### src/rtl/lbr_pkg.sv
`timescale 1ns/1ps
package lbr_pkg;

    typedef enum logic [1:0] {
        ST_CLEAR  = 2'd0,
        ST_HUNT   = 2'd1,
        ST_LOCKED = 2'd2
    } lbr_state_e;

    typedef struct packed {
        logic level;
        logic in_band;
    } lbr_slice_t;

endpackage

### src/rtl/lbr_mv_scale.sv
`timescale 1ns/1ps
module lbr_mv_scale #(
    parameter int SAMPLE_W    = 12,
    parameter int MV_W        = 16,
    parameter int SCALE_MUL   = 13300,
    parameter int SCALE_SHIFT = 12
) (
    input  logic [SAMPLE_W-1:0] code,
    output logic [MV_W-1:0]     mv
);
    localparam int MUL_W  = $clog2(SCALE_MUL + 1);
    localparam int PROD_W = SAMPLE_W + MUL_W;

    logic [PROD_W-1:0] product;
    logic [PROD_W-1:0] shifted;

    always_comb begin
        product = PROD_W'(code) * PROD_W'(SCALE_MUL);
        shifted = product >> SCALE_SHIFT;
        mv      = shifted[MV_W-1:0];
    end
endmodule

### src/rtl/lbr_slicer.sv
`timescale 1ns/1ps
module lbr_slicer
    import lbr_pkg::*;
#(
    parameter int MV_W      = 16,
    parameter int CENTRE_MV = 5500
) (
    input  logic [MV_W-1:0] mv,
    input  logic [MV_W-1:0] hyst_mv,
    input  logic            held_level,
    output lbr_slice_t      slice
);
    localparam int CMP_W = MV_W + 2;

    logic signed [CMP_W-1:0] offset;
    logic signed [CMP_W-1:0] half_band;
    logic signed [CMP_W-1:0] neg_half;

    always_comb begin
        offset    = $signed({2'b00, mv}) - $signed(CMP_W'(CENTRE_MV));
        half_band = $signed({2'b00, hyst_mv >> 1});
        neg_half  = -half_band;
        if (offset < neg_half) begin
            slice.level   = 1'b0;
            slice.in_band = 1'b0;
        end else if (offset > half_band) begin
            slice.level   = 1'b1;
            slice.in_band = 1'b0;
        end else begin
            slice.level   = held_level;
            slice.in_band = 1'b1;
        end
    end
endmodule

### src/rtl/lbr_run_timer.sv
`timescale 1ns/1ps
module lbr_run_timer
    import lbr_pkg::*;
#(
    parameter int CNT_W = 16
) (
    input  logic             clk,
    input  logic             rst_n,
    input  logic             cfg_chg,
    input  logic             sample_valid,
    input  lbr_slice_t       slice,
    input  logic [CNT_W-1:0] period,
    output lbr_state_e       state,
    output logic             level_q,
    output logic [CNT_W-1:0] run_len,
    output logic [CNT_W-1:0] commit,
    output logic             bit_valid,
    output logic             bit_value,
    output logic             blank
);
    localparam logic [CNT_W-1:0] CNT_MAX = {CNT_W{1'b1}};

    lbr_state_e       state_n;
    logic             level_n;
    logic [CNT_W-1:0] len_n;
    logic [CNT_W-1:0] commit_n;
    logic [CNT_W-1:0] len_inc;
    logic [CNT_W:0]   commit_sum;
    logic [CNT_W-1:0] commit_adv;
    logic             emit_c;
    logic             blank_c;

    // saturating helpers
    always_comb begin
        len_inc    = (run_len == CNT_MAX) ? CNT_MAX : run_len + 1'b1;
        commit_sum = {1'b0, commit} + {1'b0, period};
        commit_adv = commit_sum[CNT_W] ? CNT_MAX : commit_sum[CNT_W-1:0];
    end

    // next-state and datapath decision
    always_comb begin
        state_n  = state;
        level_n  = level_q;
        len_n    = run_len;
        commit_n = commit;
        emit_c   = 1'b0;
        blank_c  = 1'b0;
        if (cfg_chg) begin
            state_n  = ST_CLEAR;
            level_n  = 1'b0;
            len_n    = '0;
            commit_n = '0;
        end else if (sample_valid) begin
            blank_c = slice.in_band;
            unique case (state)
                ST_CLEAR, ST_HUNT, ST_LOCKED: begin
                    if (slice.level != level_q) begin
                        level_n  = slice.level;
                        len_n    = '0;
                        commit_n = period >> 1;
                        state_n  = ST_LOCKED;
                    end else begin
                        len_n = len_inc;
                        if (len_inc >= commit) begin
                            emit_c   = 1'b1;
                            commit_n = commit_adv;
                        end
                        if (state == ST_CLEAR) begin
                            state_n = ST_HUNT;
                        end
                    end
                end
                default: state_n = ST_CLEAR;
            endcase
        end
    end

    // state register
    always_ff @(posedge clk) begin
        if (!rst_n) begin
            state   <= ST_CLEAR;
            level_q <= 1'b0;
            run_len <= '0;
            commit  <= '0;
        end else begin
            state   <= state_n;
            level_q <= level_n;
            run_len <= len_n;
            commit  <= commit_n;
        end
    end

    // output strobes
    always_ff @(posedge clk) begin
        if (!rst_n) begin
            bit_valid <= 1'b0;
            bit_value <= 1'b0;
            blank     <= 1'b0;
        end else begin
            bit_valid <= emit_c;
            bit_value <= emit_c ? level_q : 1'b0;
            blank     <= blank_c;
        end
    end
endmodule

### src/rtl/line_bit_recovery.sv
`timescale 1ns/1ps
module line_bit_recovery
    import lbr_pkg::*;
#(
    parameter int SAMPLE_W    = 12,
    parameter int MV_W        = 16,
    parameter int CNT_W       = 16,
    parameter int SCALE_MUL   = 13300,
    parameter int SCALE_SHIFT = 12,
    parameter int CENTRE_MV   = 5500,
    parameter int DEF_HYST    = 6000,
    parameter int DEF_PERIOD  = 40
) (
    input  logic                clk,
    input  logic                rst_n,
    input  logic                sample_valid,
    input  logic [SAMPLE_W-1:0] sample_code,
    input  logic [MV_W-1:0]     cfg_hyst_mv,
    input  logic [CNT_W-1:0]    cfg_period,
    output logic                bit_valid,
    output logic                bit_value,
    output logic                blank
);
    logic [MV_W-1:0]  hyst_q;
    logic [CNT_W-1:0] period_q;
    logic             cfg_chg;
    logic [MV_W-1:0]  sample_mv;
    lbr_slice_t       slice;
    lbr_state_e       state;
    logic             level_q;
    logic [CNT_W-1:0] run_len;
    logic [CNT_W-1:0] commit;

    always_comb begin
        cfg_chg = (cfg_hyst_mv != hyst_q) || (cfg_period != period_q);
    end

    always_ff @(posedge clk) begin
        if (!rst_n) begin
            hyst_q   <= MV_W'(DEF_HYST);
            period_q <= CNT_W'(DEF_PERIOD);
        end else begin
            hyst_q   <= cfg_hyst_mv;
            period_q <= cfg_period;
        end
    end

    lbr_mv_scale #(
        .SAMPLE_W   (SAMPLE_W),
        .MV_W       (MV_W),
        .SCALE_MUL  (SCALE_MUL),
        .SCALE_SHIFT(SCALE_SHIFT)
    ) u_scale (
        .code(sample_code),
        .mv  (sample_mv)
    );

    lbr_slicer #(
        .MV_W     (MV_W),
        .CENTRE_MV(CENTRE_MV)
    ) u_slicer (
        .mv        (sample_mv),
        .hyst_mv   (hyst_q),
        .held_level(level_q),
        .slice     (slice)
    );

    lbr_run_timer #(
        .CNT_W(CNT_W)
    ) u_timer (
        .clk         (clk),
        .rst_n       (rst_n),
        .cfg_chg     (cfg_chg),
        .sample_valid(sample_valid),
        .slice       (slice),
        .period      (period_q),
        .state       (state),
        .level_q     (level_q),
        .run_len     (run_len),
        .commit      (commit),
        .bit_valid   (bit_valid),
        .bit_value   (bit_value),
        .blank       (blank)
    );
endmodule

### config.mk
export PLATFORM = sky130hd
export DESIGN_NAME = line_bit_recovery
export DESIGN_NICKNAME = d
export VERILOG_FILES = /design/src/rtl/lbr_pkg.sv /design/src/rtl/lbr_mv_scale.sv /design/src/rtl/lbr_slicer.sv /design/src/rtl/lbr_run_timer.sv /design/src/rtl/line_bit_recovery.sv
export SDC_FILE = /design/constraint.sdc
export NUM_CORES = 1
export LEC_CHECK = 0
export CORE_ASPECT_RATIO = 1.75
export CORE_UTILIZATION = 45
export DETAILED_ROUTE_END_ITERATION = 10
export SLEW_MARGIN = 30
export SYNTH_ARGS = -nofsm -noshare
export SYNTH_HDL_FRONTEND = slang
export SYNTH_SLANG_ARGS = --single-unit
### constraint.sdc
create_clock -name clk -period 28.8 [get_ports clk]
set_input_delay 5.76 -clock clk [delete_from_list [all_inputs] [get_ports clk]]
set_output_delay 5.76 -clock clk [all_outputs]
set_load 0.02 [all_outputs]
==> results.toml, run 1 <==
[run_status]
status = "completed"

[sta]
setup_tns_ns = 0
period_needed_ns = 14.57
hold_viol_final = 0
fin_skew_ns = 0.00582
setup_viol = 0
final_max_slew_viol_count = 0
slew_headroom_pct = 44.6
rsz0062_at_grt = "false"
timing.fmax_ghz = 0.0687
tightest_slew_ns = 0.830
finalCritPeriodShare_pct = 50.6

[synth]
yosysTopAreaCellShare_pct = 21.1
async_flop_share_pct = 0
synth_cell_types = 64
netlist_area_sq_mm = 0.00865
yosysTopAreaCell = "ha_1"
avgSynthCellArea_sq_um = 8.62
yosys-top-cells-count = "146 x ha_1, 132 x inv_1, 70 x dfxtp_1, 70 x nand3_1, 60 x fa_1"
ys_seq_area_share_pct = 16.2
synth_seq_cells = 70
yosys-top-cells-area = "ha_1 21%, dfxtp_1 16%, fa_1 14%, inv_1 5.7%, xor2_1 5.2%"
synth_fp_nets = 1256
synth_edf_count = 0
synth_flop_cell = "dfxtp_1"
synth_most_common_cell = "ha_1"
yosysWarningCount = 0
synth_cells = 1003

[flow_run]
maxCapViolCount = 0

[drt]
dr.first_iter.drc_count = 212
ant_nets = 0
viasPerCell = 5.58
wl_microns = 22100
wl_per_cell_microns = 17.3
vias = 7128
drt_first_pass_iters = 4
drc = 0

[critical_path]
cp_max_fo = 19
cp-start-kind = "input port"
r2r_setup_slack_ns = 24.39
slowest_delay_ns = 0.69
critical_path_arrival_ns = 14.80
required_ns = 29.03
critPathLaunch = "sample_code[4]"
r2r-start = "hyst_q[5]$_SDFF_PN1_"
r2r.worst_path.cells = 15
timing.rr.end = "u_timer.commit[0]$_SDFFE_PP0P_"
worstSetupPathType = "in -> reg"
crit_top_cell = "fa_1"
crit_slowest_cell = "a311oi_1"
end_kind = "register"

[floorplanning]
num_rows = 66
die_h_microns = 185
die_w_microns = 107
core_sq_mm = 0.0187
io_pins = 50
die-area_sq_mm = 0.0198
initial_core_util_pct = 46.1

[grt]
gr-total-overflow = 0
grt_first_pass_wirelength_microns = 36300
grt_antenna_before_repair = 0
grt_usage_pct = 24.1
grt_pass1_vias = 7552
grt_max_degree = 34

[cts]
clkTransAtPathRegs_ns = 0.06
cts_setup_buffers = 0
cts_tree = "built"
clk_latency_ns = 0.35
ctsLongestPathBuffers = 2
cts_buffers = 9
cts-root-buf = "clkbuf_16"
clkSinkCount = 70
cts_resized = 0
htree_num_levels = 3
post_cts_hold_buffer_count = 0

[worst_hold_path]
whs_path_depth = 2
holdCritStartpoint = "u_timer.run_len[1]$_SDFFE_PP0P_"
hp-class = "reg -> reg"
min_to = "u_timer.run_len[1]$_SDFFE_PP0P_"

[place]
gp_congestion = 0.964
dp_hpwl_microns = 18800
portBuffers = 49

[cells_and_area]
drive_gt1_share_pct = 3.94
num_antenna_cells = 0
nets = 1289
syn_to_final_growth_pct = 11.3
fillCellCount = 1876
logic make-up after synthesis:
group | Yosys count | synth area share [%]
AOI/OAI and AO/OA | 191 | 15.3
buffers and inverters | 163 | 7.48
DFF | 70 | 16.2
and+or+nand+nor | 283 | 16.9
xor gates and xnor gates | 88 | 8.91
adders and majority gates | 206 | 35.0
muxes | 2 | 0.260
cell usage in the layout (no fill, tap or decap), types with 3 or more instances in the layout:
master / instances
clkbuf_16: 9
nor4_1: 10
a211o_1: 3
buf_4: 4
o21a_1: 9
clkinvlp_4: 3
fa_1: 60
and2_1: 31
nand2b_1: 19
ha_1: 146
nor2b_1: 10
nor3_1: 20
a31o_2: 3
xnor2_1: 37
nand4_1: 11
a21o_1: 24
and3_1: 18
or3_1: 5
a211oi_1: 8
dfxtp_1: 70
or2_2: 4
clkdlybuf4s50_1: 48
inv_1: 131
a21oi_1: 55
nor2_1: 27
xor2_1: 51
o21ai_0: 25
nand3_1: 70
o31a_1: 3
o31ai_1: 3
o211ai_1: 4
a31oi_1: 20
nand2_1: 52
per-layer routing:
layer  share of wire (%)  global-route usage, %  up-vias  wire length, microns
li1                    -                      -     3535                     -
met1                  33                   20.5     3401                  7200
met2                  60                   51.5      123                 13400
met3                 1.8                   1.69       69                   395
met4                 5.3                   14.7        0                  1170
met5                   0                      0        -                     0
critical path, delay by kind of cell:
| kind | cells | cell delay (ns) |
|---|---|---|
| and+or+nand+nor | 3 | 0.35 |
| AOI/OAI and AO/OA | 14 | 4.50 |
| xor gates and xnor gates | 1 | 0.15 |
| adders and majority gates | 7 | 3.14 |
| buffers and inverters | 5 | 0.88 |
worst max-delay path by stage:
| stage | to | slack, ns | cells after the start |
|---|---|---|---|
| floorplan | u_timer.commit[13]$_SDFFE_PP0P_ | 15.76 | 31 |
| global placement | u_timer.commit[15]$_SDFFE_PP0P_ | 13.60 | 30 |
| detailed placement | u_timer.commit[0]$_SDFFE_PP0P_ | 13.91 | 30 |
| CTS | u_timer.commit[0]$_SDFFE_PP0P_ | 14.23 | 30 |
| global route | u_timer.commit[0]$_SDFFE_PP0P_ | 13.73 | 30 |
| finish | u_timer.commit[0]$_SDFFE_PP0P_ | 14.23 | 30 |
state kept, by name (all words and copies together), names as in the netlist:
signal,cells
u_timer.bit_value,1
period_q,16
u_timer.run_len,16
u_timer.blank,1
u_timer.bit_valid,1
u_timer.state,2
u_timer.commit,16
hyst_q,16
u_timer.level_q,1
area by class of cell:
| type | instances | area, sq um | area share (%) |
|---|---|---|---|
| clock buffer | 9 | 225 | 2.34 |
| clock inverter | 6 | 87.6 | 0.910 |
| inverter | 132 | 495 | 5.15 |
| multi-input combinational | 770 | 6610 | 68.6 |
| sequential | 70 | 1400 | 14.6 |
| tap | 238 | 298 | 3.09 |
| timing repair buffer | 53 | 515 | 5.35 |
stage by stage:
stage                     hold WS [ns]  std cells  setup WS [ns]  cell area [sq um]  util, %
final                            0.478       1278          14.23               9630     51.4
after global routing             0.509       1278          13.73               9630     51.4
after CTS                        0.472       1278          14.23               9630     51.4
after detailed placement         0.462       1263          13.91               9320     49.7
after global placement           0.463       1263          13.60               9320     49.7
after floorplan                  0.444       1003          15.76               8650        -
Power of run 1 is not shown: default switching activity piles up to over one toggle a cycle in this logic, so the estimate is an artifact.
==> run 2: changes to the inputs <==
--- a/config.mk
+++ b/config.mk
@@ -8,6 +8,7 @@
 export CORE_ASPECT_RATIO = 1.75
 export CORE_UTILIZATION = 45
 export DETAILED_ROUTE_END_ITERATION = 10
+export PLACE_DENSITY = 0.65
 export SLEW_MARGIN = 30
 export SYNTH_ARGS = -nofsm -noshare
 export SYNTH_HDL_FRONTEND = slang
==> constraint.sdc (replaced) <==
create_clock -name clk -period 12.66 [get_ports clk]
set_input_delay 2.532 -clock clk [delete_from_list [all_inputs] [get_ports clk]]
set_output_delay 2.532 -clock clk [all_outputs]
set_load 0.02 [all_outputs]
==> run 2 against run 1 <==
Clock skew up 0.0031 ns. Register-to-register slack worse by 16 ns. Worst hold slack worse by 0.0023 ns. Global-route usage down 1.1 points. Cell area down 0.18%. Core utilization down 0.093 points. Worst setup slack worse by 13 ns. Sequential cell count unchanged. Routed wire length down 3.6%. Die area unchanged. Clock-buffer cell count up 1.
==> results.toml, run 2 (synthesized netlist as in run 1, its figures left out) <==
[worst_hold_path]
whs_path_depth = 2
min_to = "u_timer.run_len[8]$_SDFFE_PP0P_"
hp-class = "reg -> reg"
holdCritStartpoint = "u_timer.run_len[8]$_SDFFE_PP0P_"

[sta]
tightest_slew_ns = 0.793
period_needed_ns = 11.46
setup_viol = 0
finalCritPeriodShare_pct = 90.5
rsz0062_at_grt = "false"
hold_viol_final = 0
fin_skew_ns = 0.00891
slew_headroom_pct = 47.2
setup_tns_ns = 0
final_max_slew_viol_count = 0
timing.fmax_ghz = 0.0873

[cells_and_area]
fillCellCount = 1791
most-common-layout-cells = "146 x ha_1, 131 x inv_1, 70 x nand3_1, 70 x dfxtp_1, 60 x fa_1"
final_common_cell = "ha_1"
num_antenna_cells = 0
nets = 1290
seqCellArea_sq_mm = 0.00140
multi_input_comb_area_sq_mm = 0.00661
drive_gt1_share_pct = 4.03
syn_to_final_growth_pct = 11.1

[drt]
ant_nets = 0
vias = 7158
dr.first_iter.drc_count = 263
viasPerCell = 5.59
drc = 0
wl_microns = 21300
wl_per_cell_microns = 16.7
drt_first_pass_iters = 4

[floorplanning]
die_h_microns = 185
io_pins = 50
die-area_sq_mm = 0.0198
initial_core_util_pct = 46.1
die_w_microns = 107
num_rows = 66
core_sq_mm = 0.0187

[critical_path]
timing.rr.end = "u_timer.run_len[15]$_SDFFE_PP0P_"
end_kind = "register"
cp_max_fo = 17
crit_slowest_cell = "a311oi_1"
crit_top_cell = "fa_1"
r2r_setup_slack_ns = 8.17
worstSetupPathType = "in -> reg"
slowest_delay_ns = 0.68
r2r.worst_path.cells = 16
critical_path_arrival_ns = 11.71
cp.depth = 31
cpLargestDelayFamily = "adder cells"
required_ns = 12.92
cp-start-kind = "input port"
r2r-start = "hyst_q[5]$_SDFF_PN1_"
crit_buf_inv = 6

[place]
gp_congestion = 0.918
dp_hpwl_microns = 18000
portBuffers = 49

[grt]
grt_usage_pct = 23.0
grt_max_degree = 34
grt_first_pass_wirelength_microns = 35000
gr-total-overflow = 0
grt_pass1_vias = 7390
grt_antenna_before_repair = 0

[cts]
cts-root-buf = "clkbuf_16"
clkTransAtPathRegs_ns = 0.06
cts_buffers = 9
cts_setup_buffers = 0
ctsLongestPathBuffers = 2
clkSinkCount = 70
clk_latency_ns = 0.35
cts_tree = "built"
htree_num_levels = 3
cts_resized = 0
post_cts_hold_buffer_count = 0

[flow_run]
maxCapViolCount = 0

[run_status]
status = "completed"
==> run 2: cell types whose count changed in the layout (fill, tap and decap cells not counted) <==
cell,delta
inv_6,+4
clkinvlp_4,-1
and2_1,+1
bufinv_16,-2
buf_4,+1
clkbuf_8,+1
and2_2,-1
clkinv_2,-1
==> run 2: worst max path at each step <==
stage / to / startpoint / slack [ns]
floorplan: u_timer.commit[13]$_SDFFE_PP0P_ / sample_code[8] / 2.85
global placement: u_timer.run_len[15]$_SDFFE_PP0P_ / sample_code[11] / 0.95
detailed placement: u_timer.run_len[15]$_SDFFE_PP0P_ / sample_code[11] / 0.86
CTS: u_timer.run_len[15]$_SDFFE_PP0P_ / sample_code[8] / 1.20
global route: u_timer.run_len[15]$_SDFFE_PP0P_ / sample_code[8] / 0.62
finish: u_timer.run_len[15]$_SDFFE_PP0P_ / sample_code[8] / 1.20
==> run 2: metrics by stage <==
step	instances	utilization, %	hold slack (ns)	worst slack [ns]	cell area, sq um
after floorplan	1003	-	0.444	2.85	8650
after global placement	1264	49.8	0.466	0.949	9330
after detailed placement	1264	49.8	0.467	0.862	9330
after CTS	1280	51.3	0.475	1.20	9620
after global routing	1280	51.3	0.497	0.621	9610
final	1280	51.3	0.475	1.20	9610
==> run 2: tightest hold or removal path: cells and delay by family, from the launching register on <==
family / cells / cell delay, ns
flip-flops: 1 / 0.32
AO/OA/AOI/OAI: 1 / 0.05
AND/OR/NAND/NOR: 1 / 0.06
==> run 2: per-layer routing <==
metal	up-vias	part of all wire, %	global-route usage, %
met3	64	2.3	2.29
li1	3544	-	-
met4	0	5.2	13.5
met2	163	58	47.6
met1	3387	34	20.6
met5	-	0	0
==> run 2: area by class of cell <==
class	instances	area share, %
multi-input cells	770	68.7
well taps	238	3.10
repair buffers	54	5.44
flip-flops and latches	70	14.6
clock buffers	10	2.49
clock inverters	6	0.521
inverters	132	5.15
Power of run 2 is left out for the same reason.
